File: src/rtl/spill_alu_pkg.sv
package spill_alu_pkg;
  localparam logic [3:0] OP_REG  = 4'h0;
  localparam logic [3:0] OP_EMIT = 4'h8;
  localparam logic [3:0] OP_CLR  = 4'h9;
  localparam logic [3:0] OP_ADDI = 4'hA;
  localparam logic [3:0] OP_SET  = 4'hB;
  localparam logic [3:0] OP_SHFT = 4'hE;
  localparam logic [3:0] OP_SUBI = 4'hF;

  typedef enum logic [3:0] {
    M_MVM2 = 4'h0, M_MVM1 = 4'h1, M_MVP1 = 4'h2, M_MVP2 = 4'h3,
    M_MOV  = 4'h4, M_AND  = 4'h5, M_OR   = 4'h6, M_XOR  = 4'h7,
    M_ADD  = 4'h8, M_SUB  = 4'h9, M_ADS1 = 4'hA, M_ADS2 = 4'hB,
    M_H2L  = 4'hC, M_L2H  = 4'hD, M_RSV0 = 4'hE, M_RSV1 = 4'hF
  } reg_mod_e;
endpackage

File: src/rtl/spill_alu_move.sv
module spill_alu_move #(
  parameter int unsigned W = 16
) (
  input  logic [W-1:0] src_i,
  input  logic [3:0]   mod_i,
  output logic [W-1:0] res_o
);
  always_comb begin
    unique case (mod_i[2:0])
      3'd0:    res_o = src_i - W'(2);
      3'd1:    res_o = src_i - W'(1);
      3'd2:    res_o = src_i + W'(1);
      3'd3:    res_o = src_i + W'(2);
      default: res_o = src_i;
    endcase
  end
endmodule

File: src/rtl/spill_alu_regop.sv
module spill_alu_regop
  import spill_alu_pkg::*;
#(
  parameter int unsigned B = 8,
  localparam int unsigned W = 2 * B
) (
  input  logic [W-1:0] dst_i,
  input  logic [W-1:0] src_i,
  input  logic [3:0]   mod_i,
  output logic [W-1:0] res_o,
  output logic         ok_o
);
  logic [B-1:0] d_lo, d_hi, s_lo, s_hi;
  logic [B:0]   add_lo, sub_lo, add_hi;
  logic [W-1:0] mv_res;

  assign d_lo = dst_i[B-1:0];
  assign d_hi = dst_i[W-1:B];
  assign s_lo = src_i[B-1:0];
  assign s_hi = src_i[W-1:B];

  assign add_lo = {1'b0, d_lo} + {1'b0, s_lo};
  assign sub_lo = {1'b0, d_lo} - {1'b0, s_lo};  // msb = borrow
  assign add_hi = {1'b0, d_hi} + {1'b0, s_lo};

  spill_alu_move #(.W(W)) u_move (
    .src_i (src_i),
    .mod_i (mod_i),
    .res_o (mv_res)
  );

  always_comb begin
    ok_o  = 1'b1;
    res_o = dst_i;
    unique case (reg_mod_e'(mod_i))
      M_MVM2, M_MVM1, M_MVP1, M_MVP2, M_MOV: res_o = mv_res;
      M_AND:  res_o = {d_hi, d_lo & s_lo};
      M_OR:   res_o = {d_hi, d_lo | s_lo};
      M_XOR:  res_o = {d_hi, d_lo ^ s_lo};
      M_ADD:  res_o = {d_hi + B'(add_lo[B]), add_lo[B-1:0]};
      M_SUB:  res_o = {d_hi - B'(sub_lo[B]), sub_lo[B-1:0]};
      M_ADS1: res_o = {B'(add_hi[B]), add_hi[B-1:0]};
      M_ADS2: res_o = {{B{~add_hi[B]}}, add_hi[B-1:0]};
      M_H2L:  res_o = {d_hi, s_hi};
      M_L2H:  res_o = {s_lo, d_lo};
      default: ok_o = 1'b0;
    endcase
  end
endmodule

File: src/rtl/spill_alu_immop.sv
module spill_alu_immop
  import spill_alu_pkg::*;
#(
  parameter int unsigned B = 8,
  localparam int unsigned W = 2 * B
) (
  input  logic [W-1:0] dst_i,
  input  logic [B-1:0] imm_i,
  input  logic [3:0]   op_i,
  input  logic [3:0]   mod_i,
  output logic [W-1:0] res_o,
  output logic         ok_o
);
  logic [B-1:0] d_lo, d_hi;
  logic [B:0]   addi, subi;
  logic [B-1:0] rot [4];  // 0: padded shift, 1..3: rotate by 1, 3, 4

  assign d_lo = dst_i[B-1:0];
  assign d_hi = dst_i[W-1:B];
  assign addi = {1'b0, d_lo} + {1'b0, imm_i} + (B+1)'(1);
  assign subi = {1'b0, d_lo} - {1'b0, imm_i} - (B+1)'(1);  // msb = borrow

  assign rot[0] = {d_hi[0], d_lo[B-1:1]};
  for (genvar g = 1; g < 4; g++) begin : g_rot
    localparam int unsigned AMT = (g == 1) ? 1 : g + 1;
    assign rot[g] = {d_lo[AMT-1:0], d_lo[B-1:AMT]};
  end

  always_comb begin
    ok_o  = 1'b1;
    res_o = dst_i;
    unique case (op_i)
      OP_EMIT: res_o = {d_hi, imm_i};
      OP_CLR:  res_o = {d_hi, d_lo & ~imm_i};
      OP_SET:  res_o = {d_hi, d_lo | imm_i};
      OP_ADDI: res_o = {d_hi + B'(addi[B]), addi[B-1:0]};
      OP_SUBI: res_o = {d_hi - B'(subi[B]), subi[B-1:0]};
      OP_SHFT: begin
        if (mod_i[3:2] == 2'b11) res_o = {d_hi, rot[mod_i[1:0]]};
        else                     ok_o  = 1'b0;
      end
      default: ok_o = 1'b0;
    endcase
  end
endmodule

File: src/rtl/spill_alu.sv
module spill_alu
  import spill_alu_pkg::*;
#(
  parameter int unsigned BYTE_W = 8,
  localparam int unsigned HW_W = 2 * BYTE_W
) (
  input  logic              clk_i,
  input  logic              rst_ni,
  input  logic              valid_i,
  input  logic [3:0]        op_i,
  input  logic [3:0]        mod_i,
  input  logic [HW_W-1:0]   dst_i,
  input  logic [HW_W-1:0]   src_i,
  input  logic [BYTE_W-1:0] imm_i,
  output logic [HW_W-1:0]   result_o,
  output logic              we_o
);
  logic [HW_W-1:0] reg_res, imm_res, nxt_res;
  logic            reg_ok, imm_ok, nxt_ok;

  spill_alu_regop #(.B(BYTE_W)) u_regop (
    .dst_i (dst_i),
    .src_i (src_i),
    .mod_i (mod_i),
    .res_o (reg_res),
    .ok_o  (reg_ok)
  );

  spill_alu_immop #(.B(BYTE_W)) u_immop (
    .dst_i (dst_i),
    .imm_i (imm_i),
    .op_i  (op_i),
    .mod_i (mod_i),
    .res_o (imm_res),
    .ok_o  (imm_ok)
  );

  always_comb begin
    if (op_i == OP_REG) begin
      nxt_res = reg_res;
      nxt_ok  = reg_ok;
    end else begin
      nxt_res = imm_res;
      nxt_ok  = imm_ok;
    end
  end

  always_ff @(posedge clk_i or negedge rst_ni) begin
    if (!rst_ni) begin
      result_o <= '0;
      we_o     <= 1'b0;
    end else begin
      we_o <= valid_i && nxt_ok;
      if (valid_i && nxt_ok) result_o <= nxt_res;
    end
  end
endmodule

File: config.mk
export PLATFORM = sky130hd
export DESIGN_NAME = spill_alu
export DESIGN_NICKNAME = d
export VERILOG_FILES = /design/src/rtl/spill_alu_pkg.sv /design/src/rtl/spill_alu_move.sv /design/src/rtl/spill_alu_regop.sv /design/src/rtl/spill_alu_immop.sv /design/src/rtl/spill_alu.sv
export SDC_FILE = /design/constraint.sdc
export NUM_CORES = 1
export LEC_CHECK = 0
export BUFFER_PORTS_ARGS = -buffer_cell sky130_fd_sc_hd__buf_2
export CAP_MARGIN = 20
export CELL_PAD_IN_SITES_DETAIL_PLACEMENT = 1
export CELL_PAD_IN_SITES_GLOBAL_PLACEMENT = 1
export CORE_MARGIN = 2
export CORE_UTILIZATION = 49
export DETAILED_ROUTE_END_ITERATION = 6
export HOLD_SLACK_MARGIN = 0.15
export MAX_ROUTING_LAYER = met4
export PLACE_DENSITY_LB_ADDON = 0.3
export REMOVE_ABC_BUFFERS = 1
export SYNTH_ARGS = -nofsm -noshare
export SYNTH_HDL_FRONTEND = slang
export SYNTH_SLANG_ARGS = --single-unit
File: constraint.sdc
create_clock -name clk_i -period 1.6 [get_ports clk_i]
set_clock_uncertainty 0.1 [all_clocks]
set_input_delay 0.4 -clock clk_i [delete_from_list [all_inputs] [get_ports clk_i]]
set_output_delay 0.4 -clock clk_i [all_outputs]
set_load 0.01 [all_outputs]
==> results of run 1 <==
==> per-stage QoR <==
| stage | worst slack [ns] | instance area (um2) | hold WS, ns |
|---|---|---|---|
| 3_3_place_gp | -2.602 | 9010 | 0.2517 |
| 2_1_floorplan | -2.193 | 6080 | 0.004409 |
==> kinds of logic after synthesis <==
kind of cell	Yosys count	synth area share, %
buffers and inverters	91	6.176
xor gates and xnor gates	37	5.193
adders and majority gates	107	22.54
AOI/OAI and AO/OA	360	39.04
and+or+nand+nor	234	17.20
muxes	16	3.028
DFF	17	6.818
==> cells in the mapped netlist, drive strengths merged (11+ instances only) <==
master  count
o22ai      13
nor3       22
a21o       22
a21oi      81
mux2i      11
xnor2      26
nand3      18
o221ai     14
nor2b      11
clkbuf     19
a211oi     24
a31oi      18
o21ai      80
ha         98
nand2      73
nand2b     12
buf        12
nor2       71
xor2       11
dfrtp      17
inv        60
==> flow_summary.ini, run 1 <==
[floorplanning]
die-height_um = 116.8
start_util_pct = 49.85
die_w_um = 116.8
pin_count = 68
rows = 41

[synth]
synth_top_area_share_pct = 19.65
syn-cell-area_um2 = 6240
synthCells = 862
ys_ff_latch = 17
synth_flop_cell = dfrtp_1
synth-edff-count = 0
ys_async_sr_fraction_pct = 100.0
yosysTopAreaCell = ha_1
synth_cell_types = 73
yosysWarnings = 0
ys_seq_area_share_pct = 6.818
postSynthAreaPerCell_um2 = 7.239
synth_area_leaders = ha_1 20%, dfrtp_1 6.8%, a21oi_1 6.5%, o21ai_0 6.1%, nand2_1 4.4%

[place]
dpl.hpwl_um = 35830
numPortBuffers = 67
gp_congestion = 1.170

[run_status]
stop_stage = detailed placement
stop_error = [ERROR DPL-0033] detailed placement checks failed during check placement.
status = did not finish
==> run 2, diff against run 1 <==
- CELL_PAD_IN_SITES_DETAIL_PLACEMENT: 1 -> not set
- CELL_PAD_IN_SITES_GLOBAL_PLACEMENT: 1 -> not set
- CORE_UTILIZATION: 49 -> 40
- HOLD_SLACK_MARGIN: 0.15 -> not set
- MAX_ROUTING_LAYER: met4 -> not set
- PLACE_DENSITY_LB_ADDON: 0.3 -> 0.15
==> run 2 against run 1 <==
The flow now finishes, with violations (negative setup slack). Synthesized cell count unchanged. Synthesized area is the same.
==> flow_summary.ini, run 2 <==
[run_status]
status = finished, violations left
violations = negative setup slack

[layout]
mostFrequentLayoutCell = buf_4
regMostFlops = result_o
reg_top3 = result_o: 16 flops, we_o: 1 flops
largest_reg_flops = 16
fin_cells = 1448
area_growth_pct = 71.16
drive_above_1_share_pct = 48.02
n_antenna_cell = 0
fillers = 1226
nNetsFinal = 1419
layout_common_cells = 328 x buf_4, 73 x ha_1, 68 x nand2_1, 67 x nor2_1, 60 x buf_2

[sta]
setup_ws_ns = -2.068
worst_pin_slew_ns = 0.4794
rsz0062_at_grt = true
timing.fmax_mhz = 272.6
timing.hold.ws_ns = 0.3877
slew-limit-headroom_pct = 67.77
finalMaxSlewViolations = 0
finalSetupViolCount = 16
hold_violations = 0
fin_crit_ns = 3.668
fin_crit_sh_pct = 229.3
finalSetupTns_ns = -20.57

[min_path]
hp-class = reg -> reg
hold_depth = 2

[floorplanning]
pin_count = 68
die-height_um = 128.9
die_w_um = 128.9
start_util_pct = 41.05
core_area_um2 = 15200
die_area_um2 = 16610
rows = 45

[synth]
synth_flop_cell = dfrtp_1
ys_ff_latch = 17
ys_seq_area_share_pct = 6.818
synth_top_area_share_pct = 19.65
postSynthAreaPerCell_um2 = 7.239
yosysTopAreaCell = ha_1
yosysWarnings = 0
synth_area_leaders = ha_1 20%, dfrtp_1 6.8%, a21oi_1 6.5%, o21ai_0 6.1%, nand2_1 4.4%
synth-edff-count = 0
syn-cell-area_um2 = 6240
synthCells = 862
yosysMostFrequentCell = ha_1
synth_common_cells = 98 x ha_1, 81 x a21oi_1, 76 x o21ai_0
synth_cell_types = 73
ys_async_sr_fraction_pct = 100.0

[clocking]
cts_made_buffers = 3
cts_tree = done
path_clk_slew_ns = 0.05
cts-root-buf = clkbuf_16
clock_path_buffers = 2
htreeDepth = 1
cts_sinks = 17
clkLatencyLatePin_ns = 0.25

[global_routing]
grt_max_degree = 24
use_met2_pct = 58.51
grt_pass1_wl_um = 43490
antenna_found_initial = 0
grt_use_total_pct = 32.92
gr-usage-met3_pct = 2.827
met1_usage_pct = 42.75
top_usage_layer = met2
grt_pass1_vias = 8404
gr-total-overflow = 0

[setup_path]
crit_buf_inv = 4
path_delay_family = compound AO/OA/AOI/OAI gates
slowest_delay_ns = 0.35
cp_cell_sequence = buf_12 -> ha_4 -> inv_4 -> fa_2 -> o21bai_4 -> a21oi_2 -> o21ai_2 -> a21oi_2 -> nor2_1 -> nor2_1 -> nor2_1 -> o31ai_1 -> buf_4 -> ha_4 -> inv_2 -> fa_2 -> a21o_1 -> a21oi_2 -> o21bai_1 -> a21oi_1 -> xnor2_1 -> nand2_1 -> a41o_1 -> a21oi_1
cp-start-kind = input port
critPathKind = in -> reg
cp_max_fo = 4
path_depth = 24
critPathCapture = result_o[14]
end_kind = flip-flop
rr_startpoint = result_o[12]
cp.required_ns = 1.68
slowest_stage = fa_2
worstReg2RegEnd = result_o[12]
regToRegSetupSlack_ns = 0.50
startpoint = dst_i[0]
critical_path_arrival_ns = 3.75
reg2regPathDepth = 3

[routing]
first_pass_iters = 6
via_count = 8527
vias_per_cell = 5.889
drtIter0Drc = 771
routed_wl_um = 27920
drc = 0
wl_per_cell_um = 19.28
ant_nets = 0

[power_and_ir_drop]
ir_worst_vdd_uv = 381.2
p_leak_uw = 0.004931
cellPowerDensity_nw_per_um2 = 486.6

[place]
dpl.cell_count = 1407
gp_congestion = 0.9335
dpl.hpwl_um = 21610
numPortBuffers = 67
place_worst_setup_slack_ns = -2.708

[job]
maxCapViolCount = 0
[run 2: cell counts after synthesis]
No cell type changed its count.
[run 2: cell families after synthesis]
| logic type | after synthesis | synth area share (%) |
|---|---|---|
| mux | 16 | 3.028 |
| flops | 17 | 6.818 |
| buf+inv | 91 | 6.176 |
| simple gates | 234 | 17.20 |
| compound gates | 360 | 39.04 |
| fa+ha+maj | 107 | 22.54 |
| xor+xnor | 37 | 5.193 |
[run 2: worst min-delay path: cells and delay by family, from the launching register on]
kind               cells  cell delay, ns
and+or+nand+nor        1            0.05
DFF                    1            0.33
AOI/OAI and AO/OA      1            0.06
[run 2: power by group]
part	internal, uW	total (uW)	switching, uW
Clock	335	519	184
Combinational	2070	4100	2030
Sequential	517	575	58.3
Total	2920	5200	2280
[run 2: routing by layer]
| metal | routed length [um] | part of all wire, % | vias to the layer above |
|---|---|---|---|
| li1 | - | - | 4080 |
| met1 | 11470 | 41 | 3989 |
| met2 | 13680 | 49 | 390 |
| met3 | 2070 | 7.4 | 68 |
| met4 | 704 | 2.5 | 0 |
| met5 | 0 | 0 | - |
[run 2: how the worst min path moves through the flow]
stage                 from     endpoint  slack (ns)
2_1_floorplan       rst_ni  result_o[0]       0.004
3_3_place_gp        rst_ni  result_o[2]        0.25
3_5_place_dp        rst_ni  result_o[2]        0.26
4_1_cts        result_o[0]  result_o[0]        0.39
5_1_grt        result_o[2]  result_o[2]        0.42
6_report       result_o[0]  result_o[0]        0.39
[run 2: layout make-up]
class / instances / area [um2] / area share [%]
Multi-Input combinational cell: 754 / 6395 / 59.88
Timing Repair Buffer: 425 / 3292 / 30.82
Sequential cell: 17 / 425.4 / 3.983
Inverter: 60 / 252.7 / 2.366
Tap cell: 188 / 235.2 / 2.202
Clock buffer: 3 / 75.07 / 0.7029
Clock inverter: 1 / 5.005 / 0.04686
[run 2: metrics by stage]
stage / cell area (um2) / util (%) / total power [uW]
floorplan: 6080 / - / 2228
global placement: 9085 / 59.76 / 3788
detailed placement: 9085 / 59.76 / 3827
CTS: 10160 / 66.85 / 4818
global route: 10680 / 70.26 / 5538
finish: 10680 / 70.26 / 5196
[run 2: what timing repair did]
action                                  CTS  global route
setup buffers                            26            16
resized for setup                       193            91
endpoints found under the hold margin    17             0
endpoints found under the setup margin   17            17
gates cloned                              1             0
pin swaps                               100            90
hold buffers                              1             0
Power figures use the tool's default switching activity.
==> run 3, diff against run 2 <==
- CORE_UTILIZATION: 40 -> 50
==> run 3 against run 2 <==
The flow finishes with violations (design-rule violations, negative setup slack). Cell count unchanged. Core utilization up 20 points. Register-to-register slack better by 0.02 ns. Critical endpoint is now result_o[15]. Highest routed layer unchanged. Wire length increased by 32%.
==> flow_summary.ini, run 3 (same netlist as run 2, synthesis figures left out) <==
[routing]
vias_per_cell = 7.111
via_count = 10297
first_pass_iters = 7
wl_per_cell_um = 25.49
ant_nets = 0
drtIter0Drc = 2012
drc = 92
routed_wl_um = 36910

[layout]
mostFrequentLayoutCell = buf_4
fillers = 548
utilization_pct = 90.05
largest_reg_flops = 16
drive_above_1_share_pct = 50.08
regMostFlops = result_o
nNetsFinal = 1437
layout_common_cells = 342 x buf_4, 79 x ha_1, 68 x nand2_1, 66 x nor2_1, 59 x buf_2
reg_top3 = result_o: 16 flops, we_o: 1 flops
multi_input_area_um2 = 6467
ff_latch_area_um2 = 425.4
area_growth_pct = 74.79

[sta]
timing.fmax_mhz = 231.4
fin_crit_ns = 4.322
hold_violations = 0
timing.hold.ws_ns = 0.3961
worst_pin_slew_ns = 0.6674
fin_crit_sh_pct = 270.1
slew-limit-headroom_pct = 55.02
finalSetupViolCount = 17
finalMaxSlewViolations = 0
rsz0062_at_grt = true
setup_ws_ns = -2.722

[place]
dpl.hpwl_um = 20920
numPortBuffers = 67
gp_congestion = 1.070

[floorplanning]
pin_count = 68
die_area_um2 = 13390
start_util_pct = 51.52
die_w_um = 115.7
core_area_um2 = 12110
rows = 40
die-height_um = 115.7

[power_and_ir_drop]
cellPowerDensity_nw_per_um2 = 521.6
p_leak_uw = 0.005076
ir_worst_vdd_uv = 373.8

[global_routing]
grt_pass1_wl_um = 47060
grt_max_degree = 24
gr-total-overflow = 0
grt_use_total_pct = 44.48
grt_pass1_vias = 9276
antenna_found_initial = 3

[run_status]
status = finished, violations left
violations = design-rule violations, negative setup slack

[clocking]
cts_made_buffers = 3
clkLatencyLatePin_ns = 0.25
clock_path_buffers = 2
path_clk_slew_ns = 0.05
cts_tree = done
htreeDepth = 1
cts_sinks = 17
cts-root-buf = clkbuf_16

[setup_path]
critical_path_arrival_ns = 4.34
end_kind = flip-flop
cp_max_fo = 3
critPathKind = in -> reg
cp-start-kind = input port
cp.required_ns = 1.62

[job]
maxCapViolCount = 0

[min_path]
hp-class = reg -> reg
==> run 3: repair_timing <==
| action | 4_1_cts | 5_1_grt |
|---|---|---|
| gates cloned | 3 | 0 |
| endpoints found under the hold margin | 17 | 0 |
| endpoints found under the setup margin | 17 | 17 |
| buffers inserted | 34 | 31 |
| pin swaps | 110 | 91 |
| hold buffers | 1 | 0 |
| resized for setup | 204 | 111 |
==> run 3: power breakdown <==
group / internal, uW / switching, uW
logic: 2140 / 2440
clock network: 340 / 187
registers: 517 / 67.5
total: 2990 / 2700
==> run 3: worst paths after layout <==
| kind | startpoint | cells past startpoint | slack [ns] | endpoint |
|---|---|---|---|---|
| worst max-delay path | dst_i[0] | 20 | -2.72 | result_o[15] |
| worst min-delay path | result_o[2] | 2 | 0.40 | result_o[2] |
| worst max register to register | result_o[12] | 3 | 0.52 | result_o[12] |
| worst min register to register | result_o[2] | 2 | 0.40 | result_o[2] |
| max in group asynchronous | rst_ni | 2 | 0.56 | result_o[13] |
| min in group asynchronous | rst_ni | 2 | 0.54 | result_o[5] |
==> run 3: final cells by class <==
type,count,area share (%)
clock buffer,4,0.7227
antenna,2,0.04589
inverter,60,2.237
tap,168,1.927
sequential,17,3.900
multi-input combinational,754,59.30
timing repair buffer,443,31.87
==> run 3: routing by layer <==
metal  share of wire, %  vias to the layer above  wire length [um]  track usage (%)
li1                   -                     4105                 -                -
met1                 32                     4607             11790            52.94
met2                 43                     1103             15700            74.31
met3                 14                      482              5040            6.956
met4                 12                        0              4385            28.65
met5                  0                        -                 0            2.222
==> run 3: per-stage QoR <==
stage	total power [uW]	instance area [um2]	cells	TNS [ns]	setup WS (ns)
CTS	4837	10200	1421	-21.53	-2.209
global placement	3736	8990	1381	-28.97	-2.546
detailed placement	3809	8990	1381	-30.00	-2.717
finish	5689	10910	1448	-23.59	-2.722
floorplan	2228	6080	831	-23.18	-2.193
global route	5846	10900	1447	-24.73	-2.688
==> run 3: critical path: stages <==
cell and delay (ns):
buf_8 0.09, buf_6 0.10, ha_4 0.14, inv_4 0.04
fa_2 0.39, nand3b_1 0.18, nand2_2 0.09, a21o_1 0.15
a21oi_2 0.08, o21a_1 0.23, buf_6 0.14, ha_1 0.28
nor2b_4 0.14, o2111ai_2 0.17, nand3_2 0.20, o41ai_2 0.59
xnor2_1 0.22, xnor2_1 0.22, a221oi_2 0.37, a221oi_2 0.10
